==> config.mk <==
export PLATFORM = sky130hd
export DESIGN_NAME = pin_irq_unit
export DESIGN_NICKNAME = d
export VERILOG_FILES = /design/src/rtl/pin_irq_pkg.sv /design/src/rtl/pin_irq_sync.sv /design/src/rtl/pin_irq_cfg.sv /design/src/rtl/pin_irq_chan.sv /design/src/rtl/pin_irq_unit.sv
export SDC_FILE = /design/constraint.sdc
export NUM_CORES = 1
export LEC_CHECK = 0
export BUFFER_PORTS_ARGS = -buffer_cell sky130_fd_sc_hd__buf_2
export CAP_MARGIN = 20
export CORE_ASPECT_RATIO = 0.5
export CORE_MARGIN = 2
export CORE_UTILIZATION = 55
export DETAILED_ROUTE_END_ITERATION = 10
export GPL_TIMING_DRIVEN = 0
export HOLD_SLACK_MARGIN = 0.08
export PLACE_DENSITY = 0.84
export SLEW_MARGIN = 40
export SYNTH_ARGS = -nofsm -noshare
export SYNTH_HDL_FRONTEND = slang
export SYNTH_SLANG_ARGS = --single-unit
==> constraint.sdc <==
create_clock -name clk -period 3.6 [get_ports clk]
set_clock_uncertainty 0.2 [all_clocks]
set_input_delay 0 -clock clk [delete_from_list [all_inputs] [get_ports clk]]
set_output_delay 0 -clock clk [all_outputs]
set_load 0.03 [all_outputs]
==> src/rtl/pin_irq_pkg.sv <==
package pin_irq_pkg;
  localparam int ADDR_W = 6;

  localparam logic [ADDR_W-1:0] OFS_MODE     = 6'h00;
  localparam logic [ADDR_W-1:0] OFS_RISE_EN  = 6'h04;
  localparam logic [ADDR_W-1:0] OFS_RISE_SET = 6'h08;
  localparam logic [ADDR_W-1:0] OFS_RISE_CLR = 6'h0C;
  localparam logic [ADDR_W-1:0] OFS_FALL_EN  = 6'h10;
  localparam logic [ADDR_W-1:0] OFS_FALL_SET = 6'h14;
  localparam logic [ADDR_W-1:0] OFS_FALL_CLR = 6'h18;
  localparam logic [ADDR_W-1:0] OFS_RISE_HIT = 6'h1C;
  localparam logic [ADDR_W-1:0] OFS_FALL_HIT = 6'h20;
  localparam logic [ADDR_W-1:0] OFS_STATUS   = 6'h24;

  typedef struct packed {
    logic mode_ld;
    logic ren_ld;
    logic ren_set;
    logic ren_clr;
    logic fen_ld;
    logic fen_set;
    logic fen_clr;
    logic rhit_clr;
    logic fhit_clr;
    logic stat_clr;
  } wr_dec_t;
endpackage

==> src/rtl/pin_irq_sync.sv <==
module pin_irq_sync #(
  parameter int W      = 8,
  parameter int STAGES = 2
) (
  input  logic         clk,
  input  logic         rst_n,
  input  logic [W-1:0] d_in,
  output logic [W-1:0] q_out
);
  logic [W-1:0] stage_q [STAGES];

  genvar s;
  generate
    for (s = 0; s < STAGES; s++) begin : g_stage
      logic [W-1:0] stage_d;
      if (s == 0) begin : g_first
        assign stage_d = d_in;
      end else begin : g_next
        assign stage_d = stage_q[s-1];
      end
      always_ff @(posedge clk or negedge rst_n) begin
        if (!rst_n) stage_q[s] <= '0;
        else        stage_q[s] <= stage_d;
      end
    end
  endgenerate

  assign q_out = stage_q[STAGES-1];
endmodule

==> src/rtl/pin_irq_cfg.sv <==
module pin_irq_cfg
  import pin_irq_pkg::*;
#(
  parameter int NCH = 8
) (
  input  logic              clk,
  input  logic              rst_n,
  input  logic              wr_en,
  input  logic [ADDR_W-1:0] addr,
  input  logic [NCH-1:0]    wbits,
  output logic [NCH-1:0]    mode,
  output logic [NCH-1:0]    ren,
  output logic [NCH-1:0]    fen,
  output logic [NCH-1:0]    rclr,
  output logic [NCH-1:0]    fclr
);
  wr_dec_t dec;
  logic [NCH-1:0] mode_q, mode_d, ren_q, ren_d, fen_q, fen_d;
  logic mode_ce, ren_ce, fen_ce;

  always_comb begin
    dec = '0;
    if (wr_en) begin
      dec.mode_ld  = (addr == OFS_MODE);
      dec.ren_ld   = (addr == OFS_RISE_EN);
      dec.ren_set  = (addr == OFS_RISE_SET);
      dec.ren_clr  = (addr == OFS_RISE_CLR);
      dec.fen_ld   = (addr == OFS_FALL_EN);
      dec.fen_set  = (addr == OFS_FALL_SET);
      dec.fen_clr  = (addr == OFS_FALL_CLR);
      dec.rhit_clr = (addr == OFS_RISE_HIT);
      dec.fhit_clr = (addr == OFS_FALL_HIT);
      dec.stat_clr = (addr == OFS_STATUS);
    end
  end

  always_comb begin
    mode_ce = dec.mode_ld;
    ren_ce  = dec.ren_ld | dec.ren_set | dec.ren_clr;
    fen_ce  = dec.fen_ld | dec.fen_set | dec.fen_clr;
    mode_d  = wbits;
    if (dec.ren_ld)       ren_d = wbits;
    else if (dec.ren_set) ren_d = ren_q | wbits;
    else                  ren_d = ren_q & ~wbits;
    if (dec.fen_ld)       fen_d = wbits;
    else if (dec.fen_set) fen_d = fen_q | wbits;
    else                  fen_d = fen_q & ~wbits;
  end

  always_ff @(posedge clk or negedge rst_n) begin
    if (!rst_n) begin
      mode_q <= '0;
      ren_q  <= '0;
      fen_q  <= '0;
    end else begin
      if (mode_ce) mode_q <= mode_d;
      if (ren_ce)  ren_q  <= ren_d;
      if (fen_ce)  fen_q  <= fen_d;
    end
  end

  assign mode = mode_q;
  assign ren  = ren_q;
  assign fen  = fen_q;
  assign rclr = (dec.rhit_clr | dec.stat_clr) ? wbits : '0;
  assign fclr = (dec.fhit_clr | dec.stat_clr) ? wbits : '0;
endmodule

==> src/rtl/pin_irq_chan.sv <==
module pin_irq_chan (
  input  logic clk,
  input  logic rst_n,
  input  logic pin_s,
  input  logic level_mode,
  input  logic ren,
  input  logic fen,
  input  logic rclr,
  input  logic fclr,
  output logic rhit,
  output logic fhit,
  output logic stat
);
  logic prev_q;
  logic rhit_q, rhit_d, fhit_q, fhit_d;
  logic rise_det, fall_det, rset, fset;

  always_comb begin
    rise_det = pin_s & ~prev_q;
    fall_det = ~pin_s & prev_q;
    rset     = rise_det & ren & ~level_mode;
    fset     = fall_det & fen & ~level_mode;
    rhit_d   = rset | (rhit_q & ~rclr);
    fhit_d   = fset | (fhit_q & ~fclr);
  end

  always_ff @(posedge clk or negedge rst_n) begin
    if (!rst_n) begin
      prev_q <= 1'b0;
      rhit_q <= 1'b0;
      fhit_q <= 1'b0;
    end else begin
      prev_q <= pin_s;
      if (rset | rclr) rhit_q <= rhit_d;
      if (fset | fclr) fhit_q <= fhit_d;
    end
  end

  assign rhit = rhit_q;
  assign fhit = fhit_q;
  assign stat = level_mode ? (ren & ~(pin_s ^ fen)) : (rhit_q | fhit_q);
endmodule

==> src/rtl/pin_irq_unit.sv <==
module pin_irq_unit
  import pin_irq_pkg::*;
#(
  parameter int NCH = 8
) (
  input  logic              clk,
  input  logic              rst_n,
  input  logic              wr_en,
  input  logic [ADDR_W-1:0] addr,
  input  logic [31:0]       wdata,
  output logic [31:0]       rdata,
  input  logic [NCH-1:0]    pin_in,
  output logic [NCH-1:0]    irq_out
);
  logic [1:0]     rst_pipe_q;
  logic           rst_sync_n;
  logic [NCH-1:0] pin_s, mode_w, ren_w, fen_w, rclr_w, fclr_w;
  logic [NCH-1:0] rhit_w, fhit_w, stat_w;

  always_ff @(posedge clk or negedge rst_n) begin
    if (!rst_n) rst_pipe_q <= 2'b00;
    else        rst_pipe_q <= {rst_pipe_q[0], 1'b1};
  end
  assign rst_sync_n = rst_pipe_q[1];

  pin_irq_sync #(.W(NCH), .STAGES(2)) u_sync (
    .clk(clk), .rst_n(rst_sync_n), .d_in(pin_in), .q_out(pin_s)
  );

  pin_irq_cfg #(.NCH(NCH)) u_cfg (
    .clk(clk), .rst_n(rst_sync_n), .wr_en(wr_en), .addr(addr),
    .wbits(wdata[NCH-1:0]), .mode(mode_w), .ren(ren_w), .fen(fen_w),
    .rclr(rclr_w), .fclr(fclr_w)
  );

  genvar k;
  generate
    for (k = 0; k < NCH; k++) begin : g_ch
      pin_irq_chan u_chan (
        .clk(clk), .rst_n(rst_sync_n), .pin_s(pin_s[k]),
        .level_mode(mode_w[k]), .ren(ren_w[k]), .fen(fen_w[k]),
        .rclr(rclr_w[k]), .fclr(fclr_w[k]),
        .rhit(rhit_w[k]), .fhit(fhit_w[k]), .stat(stat_w[k])
      );
    end
  endgenerate

  assign irq_out = stat_w;

  always_comb begin
    rdata = '0;
    case (addr)
      OFS_MODE:     rdata[NCH-1:0] = mode_w;
      OFS_RISE_EN:  rdata[NCH-1:0] = ren_w;
      OFS_FALL_EN:  rdata[NCH-1:0] = fen_w;
      OFS_RISE_HIT: rdata[NCH-1:0] = rhit_w;
      OFS_FALL_HIT: rdata[NCH-1:0] = fhit_w;
      OFS_STATUS:   rdata[NCH-1:0] = stat_w;
      default:      rdata = '0;
    endcase
  end
endmodule

==> results.sh, run 1 <==
export IMPL_outcome="complete, no violations"
export IMPL_cts_made_buffers=9
export IMPL_tns_ns=0
export IMPL_grt_ovfl_total=0
export IMPL_synth_cell_types=41
export IMPL_cts_sinks=66
export IMPL_synth_edff_count=0
export IMPL_period_share=0.831
export IMPL_ant_nets=0
export IMPL_clockRootBuffer="clkbuf_16"
export IMPL_die_h_um=59.6
export IMPL_drtIter0Drc=345
export IMPL_wl_mm=9.70
export IMPL_criticalPathCategory="in2out"
export IMPL_vias=3022
export IMPL_ir_drop_mv=0.327
export IMPL_io_pins=89
export IMPL_firstDrtPassIters=5
export IMPL_dp_final_hpwl_mm=5.71
export IMPL_ys_top_cells_by_area="dfrtp_1 (49%), buf_4 (7.1%), a22o_1 (3.6%)"
export IMPL_rows=20
export IMPL_worst_ep_arrival_time_ns=2.79
export IMPL_tightest_slew_ns=0.786
export IMPL_layout_commonest_cell="dfrtp_1"
export IMPL_cpMostUsedCell="buf_2"
export IMPL_worstPathMaxFanout=8
export IMPL_drive_gt1_frac=0.249
export IMPL_grt_pass1_vias=2890
export IMPL_ys_flop_type="dfrtp_1"
export IMPL_initial_utilization=0.564
export IMPL_core_area_um2=6030
export IMPL_fmax_mhz=334
export IMPL_async_flop_share=1.00
export IMPL_routedWlPerCell_um=19.0
export IMPL_globalplace_congestion=0.848
export IMPL_tritoncts="done"
export IMPL_yosys_warnings=0
export IMPL_h_tree_depth=3
export IMPL_die_area_um2=6870
export IMPL_grt_antenna_before_repair=0
export IMPL_cp_start_kind="input port"
export IMPL_hold_viol_final=0
export IMPL_stdcell_count=510
export IMPL_ys_seq_elements=66
export IMPL_area_growth_pct=30.0
export IMPL_synth_top_area_cell="dfrtp_1"
export IMPL_rsz0062_at_grt="no"
export IMPL_path_cells="dlygate4sd3_1 -> buf_2 -> nor4b_2 -> nor2b_1 -> clkbuf_1 -> o21ai_0 -> o221ai_1 -> buf_2"
export IMPL_fillerInstances=395
export IMPL_grt_pass1_wl_mm=14.9
export IMPL_synth_top_area_frac=0.485
export IMPL_max_cap_viol_count=0
export IMPL_synthCells=313
export IMPL_drt_vias_per_instance=5.93
export IMPL_synth_avg_cell_area_um2=10.9
export IMPL_io_buffers=37
export IMPL_gr_usage_all_layers=0.298
export IMPL_layout_nets=465
export IMPL_r2r_setup_slack_ns=1.78
export IMPL_yosysSeqAreaShare=0.485
export IMPL_drcViolationCount=0
export IMPL_cpPeakStageDelay_ns=0.67
export IMPL_relSlewSlack=0.474
export IMPL_cts_resized=0
export IMPL_final_max_slew_viol_count=0
export IMPL_leakagePower_nw=2.04
export IMPL_layout_min_cycle_time_ns=2.99
export IMPL_die_w_um=115
export IMPL_clk_latency_ns=0.33
export IMPL_critPathCaptureType="primary output"
export IMPL_hold_class="reg2async"
export IMPL_syn_area_um2=3400
export IMPL_setup_viol=0
export IMPL_final_cell_mix="dfrtp_1 (65), buf_2 (41), buf_4 (32), dlygate4sd3_1 (30), conb_1 (25)"
export IMPL_placedCellCount=462
export IMPL_powerDensity_nw_per_um2=553
export IMPL_grt_max_degree=42
export IMPL_clockBufferDepth=2
export IMPL_slowest_stage="nor4b_2"
export IMPL_path_clk_slew_ns=0.05
export IMPL_required_ns=3.40
[critical path, delay by kind of cell]
kind / cells / cell delay, ns
compound gates: 2 / 0.45
simple gates: 2 / 0.89
buf+inv: 4 / 1.46
[logic make-up after synthesis]
kind of cell	count (synthesis)	share of synthesized area
and+or+nand+nor	93	0.169
AOI/OAI and AO/OA	83	0.185
DFF	66	0.485
xor gates and xnor gates	8	0.0206
muxes	16	0.0500
buffers and inverters	45	0.0882
other	2	0.00221
[per-layer routing]
layer | global-route usage | wire length [µm] | vias to the layer above
met5 | 0 | 0 | -
met4 | 0.176 | 257 | 0
met3 | 0.0941 | 1150 | 37
met2 | 0.467 | 4550 | 251
met1 | 0.371 | 3750 | 1426
li1 | - | - | 1308
[report_power, final]
part / total (W) / leakage (nW) / switching (W) / internal [W]
Combinational: 0.000558 / 1.11 / 0.000290 / 0.000269
Clock: 0.000878 / 0.147 / 0.000305 / 0.000573
Sequential: 0.00101 / 0.786 / 0.000139 / 0.000871
Total: 0.00245 / 2.04 / 0.000734 / 0.00171
[metrics by stage]
stage	utilization	setup WS [ns]	power, W	hold slack (ns)	instance area [µm²]
floorplan	-	1.43	0.00137	-0.496	3490
global placement	0.628	0.864	0.00147	-0.414	3780
detailed placement	0.633	1.19	0.00151	-0.412	3820
CTS	0.734	0.848	0.00242	0.101	4430
global route	0.733	0.623	0.00253	0.115	4420
finish	0.733	0.608	0.00245	0.0900	4420
[cell type report]
class	count	area, µm²	area share
Tap cell	88	110	0.0249
Clock inverter	2	35.0	0.00792
Clock buffer	14	264	0.0597
Antenna cell	1	2.50	0.000566
Multi-Input combinational cell	225	1550	0.349
Sequential cell	66	1660	0.374
Buffer	43	293	0.0662
Timing Repair Buffer	69	510	0.115
Inverter	2	7.51	0.00170
[timing repair]
action                    4_1_cts  5_1_grt
hold buffers                   31        0
hold endpoints to repair       73        0
setup buffers                   0        0
[final timing paths]
path,from,endpoint,cells after the start
setup / recovery,addr[1],rdata[6],8
hold / removal,rst_pipe_q[1]$_DFF_PN0_,g_ch[1].u_chan.prev_q$_DFF_PN0_,1
setup reg to reg,flip-flop,flip-flop,5
hold reg to reg,rst_pipe_q[1]$_DFF_PN0_,g_ch[1].u_chan.prev_q$_DFF_PN0_,1
max in group asynchronous,rst_pipe_q[1]$_DFF_PN0_,g_ch[6].u_chan.fhit$_DFFE_PN0P_,1
min in group clk,pin_in[6],u_sync.g_stage[1].stage_d[6]$_DFF_PN0_,2
[synth_stat cells (all sizes together), types with 2 or more instances]
library cell / count
and3: 8
clkbuf: 7
a21o: 10
a22o: 14
o21ai: 15
nand2: 22
a22oi: 8
o21bai: 8
conb: 2
o221ai: 8
inv: 2
nor2: 19
a21oi: 2
nor4: 2
nor4bb: 4
a311oi: 2
mux2: 8
mux2i: 8
buf: 36
nor3: 9
nor4b: 2
xnor2: 8
a32o: 6
o31ai: 7
nand2b: 3
dfrtp: 66
nor2b: 9
nor3b: 10
(Power assumes the default switching activity.)
==> inputs of run 2 (changes only) <==
ABC_AREA = 1   (was default)
CORE_UTILIZATION = 53   (was 55)
PLACE_DENSITY = 0.81   (was 0.84)
clock period = 3 ns   (was 3.6 ns; I/O delays follow)
==> results.sh, run 2 <==
export IMPL_outcome="complete, no violations"
export IMPL_diodes=0
export IMPL_fmax_mhz=360
export IMPL_drtIter0Drc=332
export IMPL_core_area_um2=6230
export IMPL_firstDrtPassIters=5
export IMPL_initial_utilization=0.562
export IMPL_routedWlPerCell_um=14.9
export IMPL_synth_most_common_cell="nand2_1"
export IMPL_wl_met2_mm=4.42
export IMPL_layout_nets=609
export IMPL_cts_sinks=66
export IMPL_dp_final_hpwl_mm=5.91
export IMPL_h_tree_depth=3
export IMPL_ant_nets=0
export IMPL_async_flop_share=1.00
export IMPL_clk_latency_ns=0.34
export IMPL_die_h_um=61.5
export IMPL_dr_wl_met3_mm=1.09
export IMPL_synth_edff_count=0
export IMPL_path_clk_slew_ns=0.05
export IMPL_ys_top_cells_by_area="dfrtp_1 (47%), nand2_1 (11%), buf_4 (7.3%)"
export IMPL_stdcell_count=653
export IMPL_clkPwrFrac=0.363
export IMPL_yosysSeqAreaShare=0.472
export IMPL_clockBufferDepth=2
export IMPL_grt_max_degree=40
export IMPL_cts_made_buffers=9
export IMPL_synth_cell_types=21
export IMPL_dpl_cell_area_um2=3920
export IMPL_post_place_ws_ns=1.20
export IMPL_drive_gt1_frac=0.193
export IMPL_rows=20
export IMPL_post_cts_repair_setup_buffers=0
export IMPL_final_max_slew_viol_count=0
export IMPL_top_layer_used="met4"
export IMPL_final_area_um2=4600
export IMPL_synthTopCellsByCount="nand2_1 (106), dfrtp_1 (66), nor2_1 (49)"
export IMPL_max_cap_viol_count=0
export IMPL_ir_drop_mv=0.381
export IMPL_tns_ns=0
export IMPL_drcViolationCount=0
export IMPL_io_buffers=40
export IMPL_worstPathMaxFanout=10
export IMPL_grt_ovfl_total=0
export IMPL_die_w_um=119
export IMPL_worst_ep_arrival_time_ns=2.84
export IMPL_synthCells=446
export IMPL_synth_top_area_cell="dfrtp_1"
export IMPL_gr_usage_all_layers=0.285
export IMPL_drt_vias_per_instance=5.36
export IMPL_ys_flop_type="dfrtp_1"
export IMPL_tritoncts="done"
export IMPL_clockRootBuffer="clkbuf_16"
export IMPL_seq_power_share=0.417
export IMPL_grt_antenna_before_repair=0
export IMPL_p_sw_w=0.000857
export IMPL_synth_avg_cell_area_um2=7.85
export IMPL_required_ns=3.07
export IMPL_rsz0062_at_grt="no"
export IMPL_vias=3497
export IMPL_fin_util=0.739
export IMPL_wl_mm=9.70
export IMPL_grt_pass1_wl_mm=15.5
export IMPL_p_int_w=0.00192
export IMPL_leakagePower_nw=2.36
export IMPL_grt_pass1_vias=3236
export IMPL_hold_viol_final=0
export IMPL_synth_top_area_frac=0.472
export IMPL_layout_commonest_cell="nand2_1"
export IMPL_die_area_um2=7310
export IMPL_switching_share=0.309
export IMPL_relSlewSlack=0.581
export IMPL_drt_met1_wl_mm=3.86
export IMPL_layout_min_cycle_time_ns=2.78
export IMPL_hold_class="reg2async"
export IMPL_timing_final_ws_setup_ns=0.224
export IMPL_cp_start_kind="input port"
export IMPL_powerDensity_nw_per_um2=603
export IMPL_io_pins=89
export IMPL_tightest_slew_ns=0.629
export IMPL_criticalPathCategory="in2reg"
export IMPL_setup_viol=0
export IMPL_final_cell_mix="nand2_1 (106), dfrtp_1 (65), nor2_1 (49), o21ai_0 (48), buf_2 (44)"
export IMPL_globalplace_congestion=0.924
export IMPL_p_comb_frac=0.221
export IMPL_area_growth_pct=31.6
export IMPL_syn_area_um2=3500
export IMPL_ys_seq_elements=66
export IMPL_period_share=0.925
export IMPL_placedCellCount=598
export IMPL_yosys_warnings=0
export IMPL_critPathCaptureType="flip-flop"
[run 2: cell types whose count changed in the layout (fill, tap and decap cells not counted), moves of 31 or more]
cell / before / now
inv_1: 2 / 42
nand2_1: 22 / 106
nand3_1: 0 / 35
nand4_1: 0 / 34
nor2_1: 18 / 49
o21ai_0: 15 / 48
[run 2: metrics by stage]
stage          hold slack (ns)  power [W]
4_1_cts                 0.0856    0.00277
5_1_grt                 0.0933    0.00290
6_report                0.0766    0.00278
3_5_place_dp            -0.414    0.00170
2_1_floorplan           -0.496    0.00154
3_3_place_gp            -0.414    0.00168
[run 2: power by group through the flow]
stage / logic, W / registers [W] / clock network (W)
2_1_floorplan: 0.000406 / 0.00114 / 0
3_3_place_gp: 0.000508 / 0.00118 / 0
3_5_place_dp: 0.000534 / 0.00117 / 0
4_1_cts: 0.000603 / 0.00115 / 0.00102
5_1_grt: 0.000672 / 0.00117 / 0.00105
6_report: 0.000613 / 0.00116 / 0.00101
[run 2: final timing paths]
path / depth (start not counted) / to / from / slack (ns)
hold reg to reg: 1 / u_cfg.mode[4]$_DFFE_PN0P_ / rst_pipe_q[1]$_DFF_PN0_ / 0.08
max in group asynchronous: 3 / rst_pipe_q[1]$_DFF_PN0_ / rst_n / 2.16
setup reg to reg: 3 / flip-flop / flip-flop / 1.53
setup / recovery: 10 / flip-flop / addr[5] / 0.22
min in group clk: 2 / u_sync.g_stage[1].stage_d[1]$_DFF_PN0_ / pin_in[1] / 0.10
hold / removal: 1 / u_cfg.mode[4]$_DFFE_PN0P_ / rst_pipe_q[1]$_DFF_PN0_ / 0.08
[run 2: cells by family (layout without fill, tap and decap cells)]
group	after synthesis	after routing	synth area share
AOI/OAI and AO/OA	53	53	0.0765
buffers and inverters	88	184	0.132
DFF	66	66	0.472
other	2	25	0.00215
and+or+nand+nor	237	237	0.317
[run 2: worst max-delay path: stages]
cell	delay (ns)
dlygate4sd3_1	0.54
buf_2	0.15
nor2_1	0.22
buf_4	0.26
nand4_4	0.23
nor2_4	0.20
nand2_1	0.06
dlygate4sd3_1	0.56
nand2_1	0.07
dlygate4sd3_1	0.56
[run 2: area by class of cell]
cell class,count,area [µm²]
clock inverters,2,37.5
multi-input cells,315,1470
inverters,47,176
repair buffers,80,623
well taps,88,110
clock buffers,14,244
plain buffers,41,287
fillers,477,1630
flip-flops and latches,66,1660
[run 2: what timing repair did]
item,4_1_cts,5_1_grt
hold buffers,39,0
gates resized for setup,0,1
setup endpoints to repair,0,2
hold endpoints to repair,75,0
[run 2: layer usage]
layer	track usage	vias up
met5	0	-
met4	0.155	0
met3	0.0806	37
met2	0.461	217
met1	0.360	1611
li1	-	1632
